<file path="src/rtl/ser_wr_pkg.sv">
package ser_wr_pkg;
  localparam int unsigned HDR_W = 2;
  localparam logic [HDR_W-1:0] HDR_PATTERN = 2'b10;
endpackage

</file>
<file path="src/rtl/ser_rst_sync.sv">
module ser_rst_sync #(
  parameter int unsigned STAGES = 2
) (
  input  logic clk_i,
  input  logic rst_ni,
  output logic rst_sync_no
);
  logic [STAGES-1:0] chain_q;

  always_ff @(posedge clk_i or negedge rst_ni) begin
    if (!rst_ni) chain_q <= '0;
    else         chain_q <= {chain_q[STAGES-2:0], 1'b1};
  end

  assign rst_sync_no = chain_q[STAGES-1];
endmodule

</file>
<file path="src/rtl/ser_sync.sv">
module ser_sync #(
  parameter int unsigned WIDTH   = 1,
  parameter int unsigned STAGES  = 2,
  parameter logic [WIDTH-1:0] RST_VAL = '0
) (
  input  logic             clk_i,
  input  logic             rst_ni,
  input  logic [WIDTH-1:0] async_i,
  output logic [WIDTH-1:0] sync_o
);
  logic [WIDTH-1:0] stage_q [STAGES];

  for (genvar s = 0; s < STAGES; s++) begin : g_stage
    logic [WIDTH-1:0] stage_d;
    if (s == 0) begin : g_first
      assign stage_d = async_i;
    end else begin : g_next
      assign stage_d = stage_q[s-1];
    end
    always_ff @(posedge clk_i or negedge rst_ni) begin
      if (!rst_ni) stage_q[s] <= RST_VAL;
      else         stage_q[s] <= stage_d;
    end
  end

  assign sync_o = stage_q[STAGES-1];
endmodule

</file>
<file path="src/rtl/ser_frame_rx.sv">
module ser_frame_rx
  import ser_wr_pkg::*;
#(
  parameter int unsigned ADDR_W = 6,
  parameter int unsigned DATA_W = 8
) (
  input  logic              clk_i,
  input  logic              rst_ni,
  input  logic              cs_n_i,
  input  logic              sclk_i,
  input  logic              sdat_i,
  output logic              commit_o,
  output logic [ADDR_W-1:0] addr_o,
  output logic [DATA_W-1:0] data_o
);
  localparam int unsigned FRAME_LEN = HDR_W + ADDR_W + DATA_W;
  localparam int unsigned CNT_W     = $clog2(FRAME_LEN + 1);
  localparam logic [CNT_W-1:0] CNT_FULL = CNT_W'(FRAME_LEN);

  logic                 cs_prev_q, sclk_prev_q;
  logic [CNT_W-1:0]     cnt_q, cnt_d;
  logic                 ovf_q, ovf_d;
  logic [FRAME_LEN-1:0] shreg_q, shreg_d;
  logic                 shreg_en;
  logic                 cs_fall, cs_rise, bit_take;

  assign cs_fall  = !cs_n_i && cs_prev_q;
  assign cs_rise  = cs_n_i && !cs_prev_q;
  assign bit_take = !cs_n_i && sclk_i && !sclk_prev_q;

  // next-state logic
  always_comb begin
    cnt_d    = cnt_q;
    ovf_d    = ovf_q;
    shreg_d  = shreg_q;
    shreg_en = 1'b0;
    if (cs_fall) begin
      cnt_d = '0;
      ovf_d = 1'b0;
    end else if (bit_take) begin
      if (cnt_q == CNT_FULL) begin
        ovf_d = 1'b1;
      end else begin
        cnt_d    = cnt_q + 1'b1;
        shreg_d  = {shreg_q[FRAME_LEN-2:0], sdat_i};
        shreg_en = 1'b1;
      end
    end
  end

  always_ff @(posedge clk_i or negedge rst_ni) begin
    if (!rst_ni) begin
      cs_prev_q   <= 1'b1;
      sclk_prev_q <= 1'b0;
      cnt_q       <= '0;
      ovf_q       <= 1'b0;
    end else begin
      cs_prev_q   <= cs_n_i;
      sclk_prev_q <= sclk_i;
      cnt_q       <= cnt_d;
      ovf_q       <= ovf_d;
    end
  end

  always_ff @(posedge clk_i or negedge rst_ni) begin
    if (!rst_ni)       shreg_q <= '0;
    else if (shreg_en) shreg_q <= shreg_d;
  end

  assign commit_o = cs_rise && (cnt_q == CNT_FULL) && !ovf_q &&
                    (shreg_q[FRAME_LEN-1 -: HDR_W] == HDR_PATTERN);
  assign addr_o   = shreg_q[DATA_W +: ADDR_W];
  assign data_o   = shreg_q[DATA_W-1:0];
endmodule

</file>
<file path="src/rtl/ser_reg_bank.sv">
module ser_reg_bank #(
  parameter int unsigned ADDR_W = 6,
  parameter int unsigned DATA_W = 8
) (
  input  logic                             clk_i,
  input  logic                             rst_ni,
  input  logic                             we_i,
  input  logic [ADDR_W-1:0]                addr_i,
  input  logic [DATA_W-1:0]                data_i,
  output logic [(1<<ADDR_W)*DATA_W-1:0]    bank_o,
  output logic                             stb_o,
  output logic [ADDR_W-1:0]                stb_addr_o,
  output logic [DATA_W-1:0]                stb_data_o
);
  localparam int unsigned DEPTH = 1 << ADDR_W;

  for (genvar k = 0; k < DEPTH; k++) begin : g_entry
    logic              hit;
    logic [DATA_W-1:0] q;
    assign hit = we_i && (addr_i == ADDR_W'(k));
    always_ff @(posedge clk_i or negedge rst_ni) begin
      if (!rst_ni)  q <= '0;
      else if (hit) q <= data_i;
    end
    assign bank_o[k*DATA_W +: DATA_W] = q;
  end

  always_ff @(posedge clk_i or negedge rst_ni) begin
    if (!rst_ni) stb_o <= 1'b0;
    else         stb_o <= we_i;
  end

  always_ff @(posedge clk_i or negedge rst_ni) begin
    if (!rst_ni) begin
      stb_addr_o <= '0;
      stb_data_o <= '0;
    end else if (we_i) begin
      stb_addr_o <= addr_i;
      stb_data_o <= data_i;
    end
  end
endmodule

</file>
<file path="src/rtl/serwr_port.sv">
module serwr_port #(
  parameter int unsigned ADDR_W      = 6,
  parameter int unsigned DATA_W      = 8,
  parameter int unsigned SYNC_STAGES = 2
) (
  input  logic                          clk_i,
  input  logic                          rst_ni,
  input  logic                          ser_cs_ni,
  input  logic                          ser_clk_i,
  input  logic                          ser_dat_i,
  output logic [(1<<ADDR_W)*DATA_W-1:0] bank_o,
  output logic                          wr_stb_o,
  output logic [ADDR_W-1:0]             wr_idx_o,
  output logic [DATA_W-1:0]             wr_val_o
);
  logic              rst_n_int;
  logic [2:0]        pins_sync;
  logic              cs_n_sync, sclk_sync, sdat_sync;
  logic              commit;
  logic [ADDR_W-1:0] rx_addr;
  logic [DATA_W-1:0] rx_data;

  ser_rst_sync #(.STAGES(SYNC_STAGES)) u_rst (
    .clk_i(clk_i), .rst_ni(rst_ni), .rst_sync_no(rst_n_int)
  );

  ser_sync #(.WIDTH(3), .STAGES(SYNC_STAGES), .RST_VAL(3'b100)) u_sync (
    .clk_i(clk_i), .rst_ni(rst_n_int),
    .async_i({ser_cs_ni, ser_clk_i, ser_dat_i}), .sync_o(pins_sync)
  );
  assign {cs_n_sync, sclk_sync, sdat_sync} = pins_sync;

  ser_frame_rx #(.ADDR_W(ADDR_W), .DATA_W(DATA_W)) u_rx (
    .clk_i(clk_i), .rst_ni(rst_n_int),
    .cs_n_i(cs_n_sync), .sclk_i(sclk_sync), .sdat_i(sdat_sync),
    .commit_o(commit), .addr_o(rx_addr), .data_o(rx_data)
  );

  ser_reg_bank #(.ADDR_W(ADDR_W), .DATA_W(DATA_W)) u_bank (
    .clk_i(clk_i), .rst_ni(rst_n_int),
    .we_i(commit), .addr_i(rx_addr), .data_i(rx_data),
    .bank_o(bank_o), .stb_o(wr_stb_o),
    .stb_addr_o(wr_idx_o), .stb_data_o(wr_val_o)
  );
endmodule

</file>
<file path="config.mk">
export PLATFORM = sky130hd
export DESIGN_NAME = serwr_port
export DESIGN_NICKNAME = d
export VERILOG_FILES = /design/src/rtl/ser_wr_pkg.sv /design/src/rtl/ser_rst_sync.sv /design/src/rtl/ser_sync.sv /design/src/rtl/ser_frame_rx.sv /design/src/rtl/ser_reg_bank.sv /design/src/rtl/serwr_port.sv
export SDC_FILE = /design/constraint.sdc
export NUM_CORES = 1
export LEC_CHECK = 0
export CORE_UTILIZATION = 35
export DETAILED_ROUTE_END_ITERATION = 6
export DONT_BUFFER_PORTS = 1
export HOLD_SLACK_MARGIN = 0.08
export SYNTH_ARGS = -nofsm -noshare
export SYNTH_HDL_FRONTEND = slang
export SYNTH_SLANG_ARGS = --single-unit
</file>
<file path="constraint.sdc">
create_clock -name clk_i -period 32.4 [get_ports clk_i]
set_input_delay 8.1 -clock clk_i [delete_from_list [all_inputs] [get_ports clk_i]]
set_output_delay 8.1 -clock clk_i [all_outputs]
set_load 0.05 [all_outputs]
</file>
==> results of run 1 <==
worst max-delay path by stage:
stage | from | end | slack, ns | cells after the start
after CTS | u_bank.stb_addr_o[2] | wr_idx_o[2] | 22.92 | 0
final | u_bank.stb_addr_o[1] | wr_idx_o[1] | 22.98 | 0
after detailed placement | u_bank.stb_addr_o[2] | wr_idx_o[2] | 23.59 | 0
after global routing | u_bank.stb_addr_o[2] | wr_idx_o[2] | 22.91 | 0
after global placement | u_bank.stb_addr_o[2] | wr_idx_o[2] | 23.59 | 0
after floorplan | u_rst.chain_q[1] | u_bank.g_entry[0].q[0] | 15.67 | 0
state kept, by name, summed over array words and instances, names as in the netlist:
register,flops
u_bank.g_entry.q,512
u_rx.shreg_q,16
u_bank.stb_data_o,8
u_bank.stb_addr_o,6
u_rx.cnt_q,5
u_sync.g_stage.stage_d,3
u_sync.sync_o,3
u_rst.chain_q,2
u_bank.stb_o,1
u_rx.cs_prev_q,1
u_rx.ovf_q,1
u_rx.sclk_prev_q,1
layer usage:
| metal | vias to the layer above | share of wire | track usage |
|---|---|---|---|
| li1 | 4553 | - | - |
| met1 | 6151 | 0.38 | 0.2286 |
| met2 | 437 | 0.50 | 0.3410 |
| met3 | 99 | 0.090 | 0.07093 |
| met4 | 0 | 0.028 | 0.06556 |
| met5 | - | 0 | 0 |
cell type report:
cell class | instances | share of cell area
Sequential cell | 559 | 0.5718
Multi-Input combinational cell | 663 | 0.3012
Clock buffer | 88 | 0.07218
Tap cell | 782 | 0.03994
Clock inverter | 19 | 0.008530
Timing Repair Buffer | 15 | 0.005619
Inverter | 4 | 0.0006130
Antenna cell | 1 | 0.0001022
stage by stage:
stage / setup WS (ns) / total power, mW / cells / instance area (um^2)
global placement: 23.59 / 0.8104 / 2023 / 22520
detailed placement: 23.59 / 0.8120 / 2023 / 22520
finish: 22.98 / 1.475 / 2131 / 24490
global route: 22.91 / 1.526 / 2130 / 24490
CTS: 22.92 / 1.497 / 2130 / 24490
floorplan: 15.67 / 0.7630 / 1301 / 21670
power breakdown:
group / switching [mW] / internal [mW] / leakage [nW]
clock network: 0.272 / 0.407 / 0.981
logic: 0.0563 / 0.00844 / 4.07
registers: 0.0293 / 0.702 / 7.77
cells by family after synthesis:
logic type	after synthesis
adders and majority gates	2
other	1
buffers and inverters	79
muxes	543
AOI/OAI and AO/OA	10
xor gates and xnor gates	1
and+or+nand+nor	106
DFF	559
cell usage in the layout, fill, tap and decap left out, types with 2 or more instances in the layout:
cell	instances
a21oi_1	3
buf_12	2
buf_4	13
bufinv_16	4
clkbuf_1	13
clkbuf_16	61
clkbuf_8	14
clkinv_2	11
dfrtp_1	547
dfrtp_2	8
dfstp_2	3
ha_1	2
inv_1	4
inv_6	2
mux2_2	543
nand2_1	11
nand3_1	6
nand3_2	10
nand4_1	3
nand4_4	3
nor2_1	3
nor2_2	24
nor2_8	30
nor2b_1	7
o21ai_0	4
or2_1	2
==> results.py, run 1 <==
metrics = {
    "cts": {
        "clock_latency_ns": 0.59,
        "clockBufferDepth": 3,
        "clk_pin_slew_ns": 0.06,
        "cts_tree": "done",
        "cts_buffers": 59,
        "htreeDepth": 2,
        "cts_root_buf": "clkbuf_16",
        "cts_setup_buffers": 0,
        "ctsResizeCount": 0,
        "cts_hold_buf": 0,
        "numClockSinks": 559,
    },
    "drt": {
        "drc": 0,
        "via_count": 11240,
        "vias_per_cell": 5.275,
        "wl_per_cell_um": 29.31,
        "wl_um": 62460,
        "antenna_left": 0,
        "drt_first_iter_violations": 500,
        "first_pass_iters": 4,
    },
    "critical_path": {
        "crit_arrival_ns": 1.32,
        "path_class": "register to output port",
        "critPathRequiredTime_ns": 24.30,
        "start_kind": "register",
        "crit_fanout": 3,
        "rr_worst_depth": 7,
        "r2r_end": "u_bank.g_entry[0].q[2]",
        "reg2reg_from": "u_rx.cnt_q[0]",
        "reg2reg_slack_ns": 29.08,
        "endpoint_kind": "output port",
    },
    "yosys": {
        "synth_edf_count": 0,
        "netlist_top_cells_count": "dfrtp_1 (556), mux2_2 (543), clkbuf_1 (59)",
        "synth_mux_area_frac": 0.2822,
        "yosys_register_bits": 559,
        "yosys.area_share.simple": 0.05180,
        "synth-compound-area-share": 0.002772,
        "ys.flop_type": "dfrtp_1",
        "ys_seq_area_frac": 0.6458,
        "syn-num-nets": 1308,
        "synthAdderAreaFrac": 0.001155,
        "yosys.area.top_type": "dfrtp_1",
        "syn_avg_cell_area_um2": 16.65,
        "synth_top_family_by_area": "multiplexers",
        "synth_cells": 1301,
        "ys_async_sr_fraction": 1.000,
        "synth_top_area_share": 0.6422,
        "synth-xor-area-share": 0.0004043,
        "syn_area_um2": 21670,
        "ys_types": 31,
        "synth.area.top_cells": "dfrtp_1 (64%), mux2_2 (28%), nor2_8 (2.8%)",
        "yosysWarnings": 0,
        "yosysMostFrequentCell": "dfrtp_1",
    },
    "worst_hold_path": {
        "hold_class": "register to asynchronous set/reset pin",
    },
    "final_layout": {
        "drive_gt1_frac": 0.5453,
        "fin_util": 0.4028,
        "area_growth_pct": 13.06,
        "nNetsFinal": 1309,
        "fill_cells": 5518,
        "register_area_um2": 14010,
        "multi_input_comb_area_um2": 7378,
    },
    "sta": {
        "finalCritPeriodShare": 0.2908,
        "skew_ns": 0.01283,
        "hold_viol_final": 0,
        "setup_violations": 0,
        "rsz0062_at_grt": "no",
        "worst_pin_slew_ns": 1.077,
        "slew_headroom": 0.2812,
        "clock.fmax_mhz": 106.1,
        "hold_slack_ns": 0.3126,
        "period_minus_slack_ns": 9.422,
        "fin_setup_tns_ns": 0,
        "slew_viol_final": 0,
    },
    "die": {
        "fp-row-count": 90,
        "start_util": 0.3563,
        "die_h_um": 250.8,
        "core-area_um2": 60810,
        "die_area_um2": 62900,
        "die_w_um": 250.8,
        "ios": 532,
    },
    "outcome": {
        "status": "finished clean",
    },
    "global_routing": {
        "grt_start_max_net_pins": 169,
        "first_global_vias": 12216,
        "antenna_found_initial": 3,
        "grt_pass1_wl_um": 90810,
        "grt_usage": 0.1983,
        "overflow": 0,
    },
    "placement": {
        "hpwl_um": 40610,
        "gp_congestion": 0.7885,
        "numPortBuffers": 0,
    },
    "power": {
        "max-vdd-ir-drop_mv": 0.03650,
        "leakage_nw": 12.82,
        "pwr_density_cell_nw_per_um2": 60.21,
    },
    "flow_run": {
        "max_cap_viol_count": 0,
    },
}
No activity file was read; power rests on OpenSTA's default activity.
==> run 2: changes to the inputs <==
==> constraint.sdc (replaced) <==
create_clock -name clk_i -period 7.83 [get_ports clk_i]
set_input_delay 1.9575 -clock clk_i [delete_from_list [all_inputs] [get_ports clk_i]]
set_output_delay 1.9575 -clock clk_i [all_outputs]
set_load 0.05 [all_outputs]
==> results.py, run 2 (synthesis gave the netlist of run 1 again) <==
metrics = {
    "cts": {
        "htreeDepth": 2,
        "cts_buffers": 58,
        "ctsResizeCount": 0,
        "cts_hold_buf": 0,
        "cts_root_buf": "clkbuf_16",
        "cts_setup_buffers": 0,
        "clock_latency_ns": 0.60,
        "clockBufferDepth": 3,
        "cts_tree": "done",
        "clk_pin_slew_ns": 0.06,
        "numClockSinks": 559,
    },
    "drt": {
        "vias_per_cell": 5.195,
        "wl_um": 61680,
        "first_pass_iters": 4,
        "via_count": 11066,
        "drc": 0,
        "antenna_left": 0,
        "drt_first_iter_violations": 497,
        "wl_per_cell_um": 28.96,
    },
    "sta": {
        "hold_viol_final": 0,
        "clock.fmax_mhz": 303.1,
        "slew_headroom": 0.2537,
        "worst_pin_slew_ns": 1.118,
        "fin_setup_tns_ns": 0,
        "finalCritPeriodShare": 0.4214,
        "period_minus_slack_ns": 3.300,
        "setup_violations": 0,
        "slew_viol_final": 0,
        "skew_ns": 0.01316,
        "rsz0062_at_grt": "no",
        "setup_ws_ns": 4.530,
    },
    "global_routing": {
        "grt.busiest_layer": "met2",
        "grt_usage": 0.1955,
        "use_met3": 0.07393,
        "met1_usage": 0.2314,
        "grtUsageMet2": 0.3290,
        "first_global_vias": 12171,
        "grt_start_max_net_pins": 179,
        "grt_pass1_wl_um": 89670,
        "antenna_found_initial": 4,
        "overflow": 0,
    },
    "power": {
        "pwr_density_cell_nw_per_um2": 254.2,
        "max-vdd-ir-drop_mv": 0.1773,
        "leakage_nw": 12.86,
    },
    "critical_path": {
        "crit_arrival_ns": 1.34,
        "endpoint_kind": "output port",
        "critPathRequiredTime_ns": 5.87,
        "start_kind": "register",
        "crit_fanout": 2,
        "path_class": "register to output port",
    },
    "final_layout": {
        "drive_gt1_frac": 0.5457,
        "largest_reg_flops": 512,
        "fin_area_um2": 24600,
        "top_register": "u_bank.g_entry.q",
        "reg_top3": "u_bank.g_entry.q (512), u_rx.shreg_q (16), u_bank.stb_data_o (8)",
        "nNetsFinal": 1306,
        "fill_cells": 5500,
        "layout_commonest_cell": "dfrtp_1",
        "final_cell_mix": "dfrtp_1 (547), mux2_2 (543), clkbuf_16 (61), nor2_8 (30), nor2_2 (24)",
        "area_growth_pct": 13.55,
    },
    "placement": {
        "gp_congestion": 0.7695,
        "hpwl_um": 40100,
        "numPortBuffers": 0,
        "place_ws_ns": 4.678,
        "dpl_cell_area_um2": 22510,
    },
    "flow_run": {
        "max_cap_viol_count": 0,
    },
    "outcome": {
        "status": "finished clean",
    },
    "die": {
        "fp-row-count": 90,
        "die_area_um2": 62900,
        "ios": 532,
        "die_w_um": 250.8,
        "start_util": 0.3563,
        "die_h_um": 250.8,
        "core-area_um2": 60810,
    },
    "worst_hold_path": {
        "hold_class": "register to register",
    },
}
[run 2: path summary, 6_finish.rpt]
kind                                 startpoint                       to  slack, ns  cells after the start
max                        u_bank.stb_addr_o[1]              wr_idx_o[1]       4.53                      0
min                            u_rst.chain_q[0]         u_rst.chain_q[1]       0.36                      0
max reg2reg                      u_rx.cs_prev_q  u_bank.g_entry[16].q[3]       4.74                      4
min reg2reg                    u_rst.chain_q[0]         u_rst.chain_q[1]       0.36                      0
max in group asynchronous      u_rst.chain_q[1]  u_bank.g_entry[63].q[0]       5.72                      1
min in group asynchronous      u_rst.chain_q[1]  u_bank.g_entry[38].q[3]       0.51                      0
[run 2: through the flow]
| stage | hold WS [ns] | instances | power (mW) | utilization |
|---|---|---|---|---|
| finish | 0.3551 | 2130 | 6.254 | 0.4046 |
| global placement | 0.3342 | 2021 | 3.360 | 0.3702 |
| detailed placement | 0.3364 | 2021 | 3.361 | 0.3702 |
| CTS | 0.3566 | 2129 | 6.335 | 0.4045 |
| global route | 0.3587 | 2130 | 6.468 | 0.4046 |
| floorplan | 0.3312 | 1301 | 3.155 | - |
[run 2: power by group]
part / total [mW] / leakage (nW) / internal [mW] / switching (mW)
registers: 3.03 / 7.77 / 2.90 / 0.124
clock network: 2.96 / 1.03 / 1.82 / 1.14
logic: 0.268 / 4.06 / 0.0351 / 0.233
total: 6.25 / 12.9 / 4.76 / 1.49
[run 2: final cells by class]
cell class / count / area, um^2 / area share
sequential: 559 / 14010 / 0.5693
clock buffer: 88 / 1778 / 0.07227
antenna: 1 / 2.502 / 0.0001017
clock inverter: 20 / 309.0 / 0.01256
tap: 782 / 978.4 / 0.03977
inverter: 4 / 15.01 / 0.0006103
multi-input combinational: 663 / 7378 / 0.2999
timing repair buffer: 13 / 135.1 / 0.005493
[run 2: worst reg2reg max path: cells and delay by family (launching register included)]
kind             cells  cell delay, ns
multiplexers         1            0.41
AND/OR/NAND/NOR      3            2.14
flip-flops           1            0.42
[run 2: layer usage]
metal  up-vias  share of wire
met3        85          0.095
met4         0          0.026
met2       427           0.49
li1       4550              -
met1      6004           0.39
met5         -              0
==> run 3: changes to the inputs <==
==> constraint.sdc (replaced) <==
create_clock -name clk_i -period 3.2 [get_ports clk_i]
set_input_delay 0.8 -clock clk_i [delete_from_list [all_inputs] [get_ports clk_i]]
set_output_delay 0.8 -clock clk_i [all_outputs]
set_load 0.05 [all_outputs]
==> results.py, run 3 (synthesis gave the netlist of run 1 again) <==
metrics = {
    "outcome": {
        "status": "finished clean",
    },
    "critical_path": {
        "slowest_delay_ns": 0.78,
        "cp_cell_sequence": "nor2b_1 > nand3_1 > nor2_2 > mux2_2",
        "reg2reg_slack_ns": 0.41,
        "rr_worst_depth": 4,
        "crit_arrival_ns": 3.29,
        "r2r_end": "u_bank.g_entry[43].q[0]",
        "path_class": "register to register",
        "critPathRequiredTime_ns": 3.69,
        "crit_fanout": 10,
        "endpoint_kind": "register",
        "reg2reg_from": "u_rx.shreg_q[11]",
        "slowest_stage": "nor2_2",
        "start_kind": "register",
    },
    "sta": {
        "slew_viol_final": 0,
        "finalCritPeriodShare": 0.8734,
        "period_minus_slack_ns": 2.795,
        "fin_setup_tns_ns": 0,
        "rsz0062_at_grt": "no",
        "setup_violations": 0,
        "clock.fmax_mhz": 357.8,
        "worst_pin_slew_ns": 0.8568,
        "hold_viol_final": 0,
        "slew_headroom": 0.4288,
        "skew_ns": 0.02333,
    },
    "cts": {
        "cts_setup_buffers": 0,
        "cts_tree": "done",
        "clock_latency_ns": 0.62,
        "cts_buffers": 59,
        "clk_pin_slew_ns": 0.06,
        "htreeDepth": 2,
        "clockBufferDepth": 3,
        "numClockSinks": 559,
        "ctsResizeCount": 0,
        "cts_root_buf": "clkbuf_16",
    },
    "placement": {
        "post-place-cells": 2047,
        "hpwl_um": 41480,
        "dpl_cell_area_um2": 22800,
        "numPortBuffers": 0,
        "gp_congestion": 0.7891,
    },
    "power": {
        "leakage_nw": 12.89,
        "max-vdd-ir-drop_mv": 0.3654,
        "pwr_density_cell_nw_per_um2": 595.5,
    },
    "die": {
        "fp-row-count": 90,
        "die_area_um2": 62900,
        "ios": 532,
        "die_w_um": 250.8,
        "core-area_um2": 60810,
        "die_h_um": 250.8,
        "start_util": 0.3563,
    },
    "final_layout": {
        "nNetsFinal": 1334,
        "fill_cells": 5511,
        "drive_gt1_frac": 0.5492,
        "largest_reg_flops": 512,
        "area_growth_pct": 13.81,
        "layout_commonest_cell": "dfrtp_1",
        "fin_area_um2": 24660,
        "instances_no_fill": 2154,
        "top_register": "u_bank.g_entry.q",
        "final_cell_mix": "dfrtp_1 (547), mux2_2 (543), clkbuf_16 (59), nor2_8 (30), buf_4 (28)",
        "reg_top3": "u_bank.g_entry.q (512), u_rx.shreg_q (16), u_bank.stb_data_o (8)",
    },
    "drt": {
        "drc": 0,
        "wl_per_cell_um": 28.69,
        "vias_per_cell": 5.221,
        "wl_um": 61800,
        "drt_first_iter_violations": 367,
        "via_count": 11247,
        "antenna_left": 0,
        "first_pass_iters": 5,
    },
    "worst_hold_path": {
        "hold_class": "register to asynchronous set/reset pin",
    },
    "flow_run": {
        "max_cap_viol_count": 0,
    },
    "global_routing": {
        "overflow": 0,
        "grt_usage": 0.1956,
        "first_global_vias": 12252,
        "antenna_found_initial": 0,
        "grt_start_max_net_pins": 117,
        "grt_pass1_wl_um": 89930,
    },
}
==> run 3: stage by stage <==
step / util / worst slack, ns / hold slack, ns / total power, mW
global route: 0.4055 / 0.3340 / 0.1492 / 15.22
global placement: 0.3750 / 0.4814 / 0.1558 / 8.270
detailed placement: 0.3750 / 0.4602 / 0.1589 / 8.287
CTS: 0.4055 / 0.4287 / 0.1420 / 14.90
floorplan: - / -2.230 / 0.3312 / 7.720
finish: 0.4055 / 0.4050 / 0.1580 / 14.68
==> run 3: area by class of cell <==
cell class / instances / area (um^2) / area share
multi-input cells: 663 / 7372 / 0.2990
well taps: 782 / 978.4 / 0.03968
diodes: 1 / 2.502 / 0.0001015
clock inverters: 20 / 178.9 / 0.007256
clock buffers: 85 / 1664 / 0.06749
inverters: 4 / 15.01 / 0.0006089
flip-flops and latches: 559 / 14010 / 0.5680
repair buffers: 40 / 440.4 / 0.01786
==> run 3: worst max-delay path by stage <==
stage,to,startpoint,cells after the start,slack (ns)
after floorplan,u_bank.g_entry[0].q[0],u_rst.chain_q[1],0,-2.23
after global placement,u_bank.g_entry[43].q[1],u_rx.shreg_q[11],4,0.48
after detailed placement,u_bank.g_entry[43].q[0],u_rx.shreg_q[11],4,0.46
after CTS,u_bank.g_entry[43].q[0],u_rx.shreg_q[11],4,0.43
after global routing,u_bank.g_entry[43].q[0],u_rx.shreg_q[11],4,0.33
final,u_bank.g_entry[43].q[0],u_rx.shreg_q[11],4,0.41
==> run 3: what timing repair did <==
item	CTS	global route
hold buffers	1	0
endpoints found under the setup margin	0	0
endpoints found under the hold margin	2	0
==> run 3: routing by layer <==
metal / vias up / wire length [um] / track usage
met5: - / 0 / 0
met4: 0 / 1977 / 0.06661
met3: 111 / 5802 / 0.07507
met2: 429 / 30770 / 0.3327
met1: 6082 / 23250 / 0.2244
li1: 4625 / - / -
==> run 3: report_power, final <==
part	total (mW)	switching (mW)	internal [mW]
Combinational	0.871	0.724	0.147
Sequential	7.26	0.149	7.11
Clock	6.56	2.80	3.76
==> run 3: critical path, delay by kind of cell (launching register included) <==
kind,cells,cell delay [ns]
simple gates,3,1.73
mux,1,0.41
flops,1,0.53
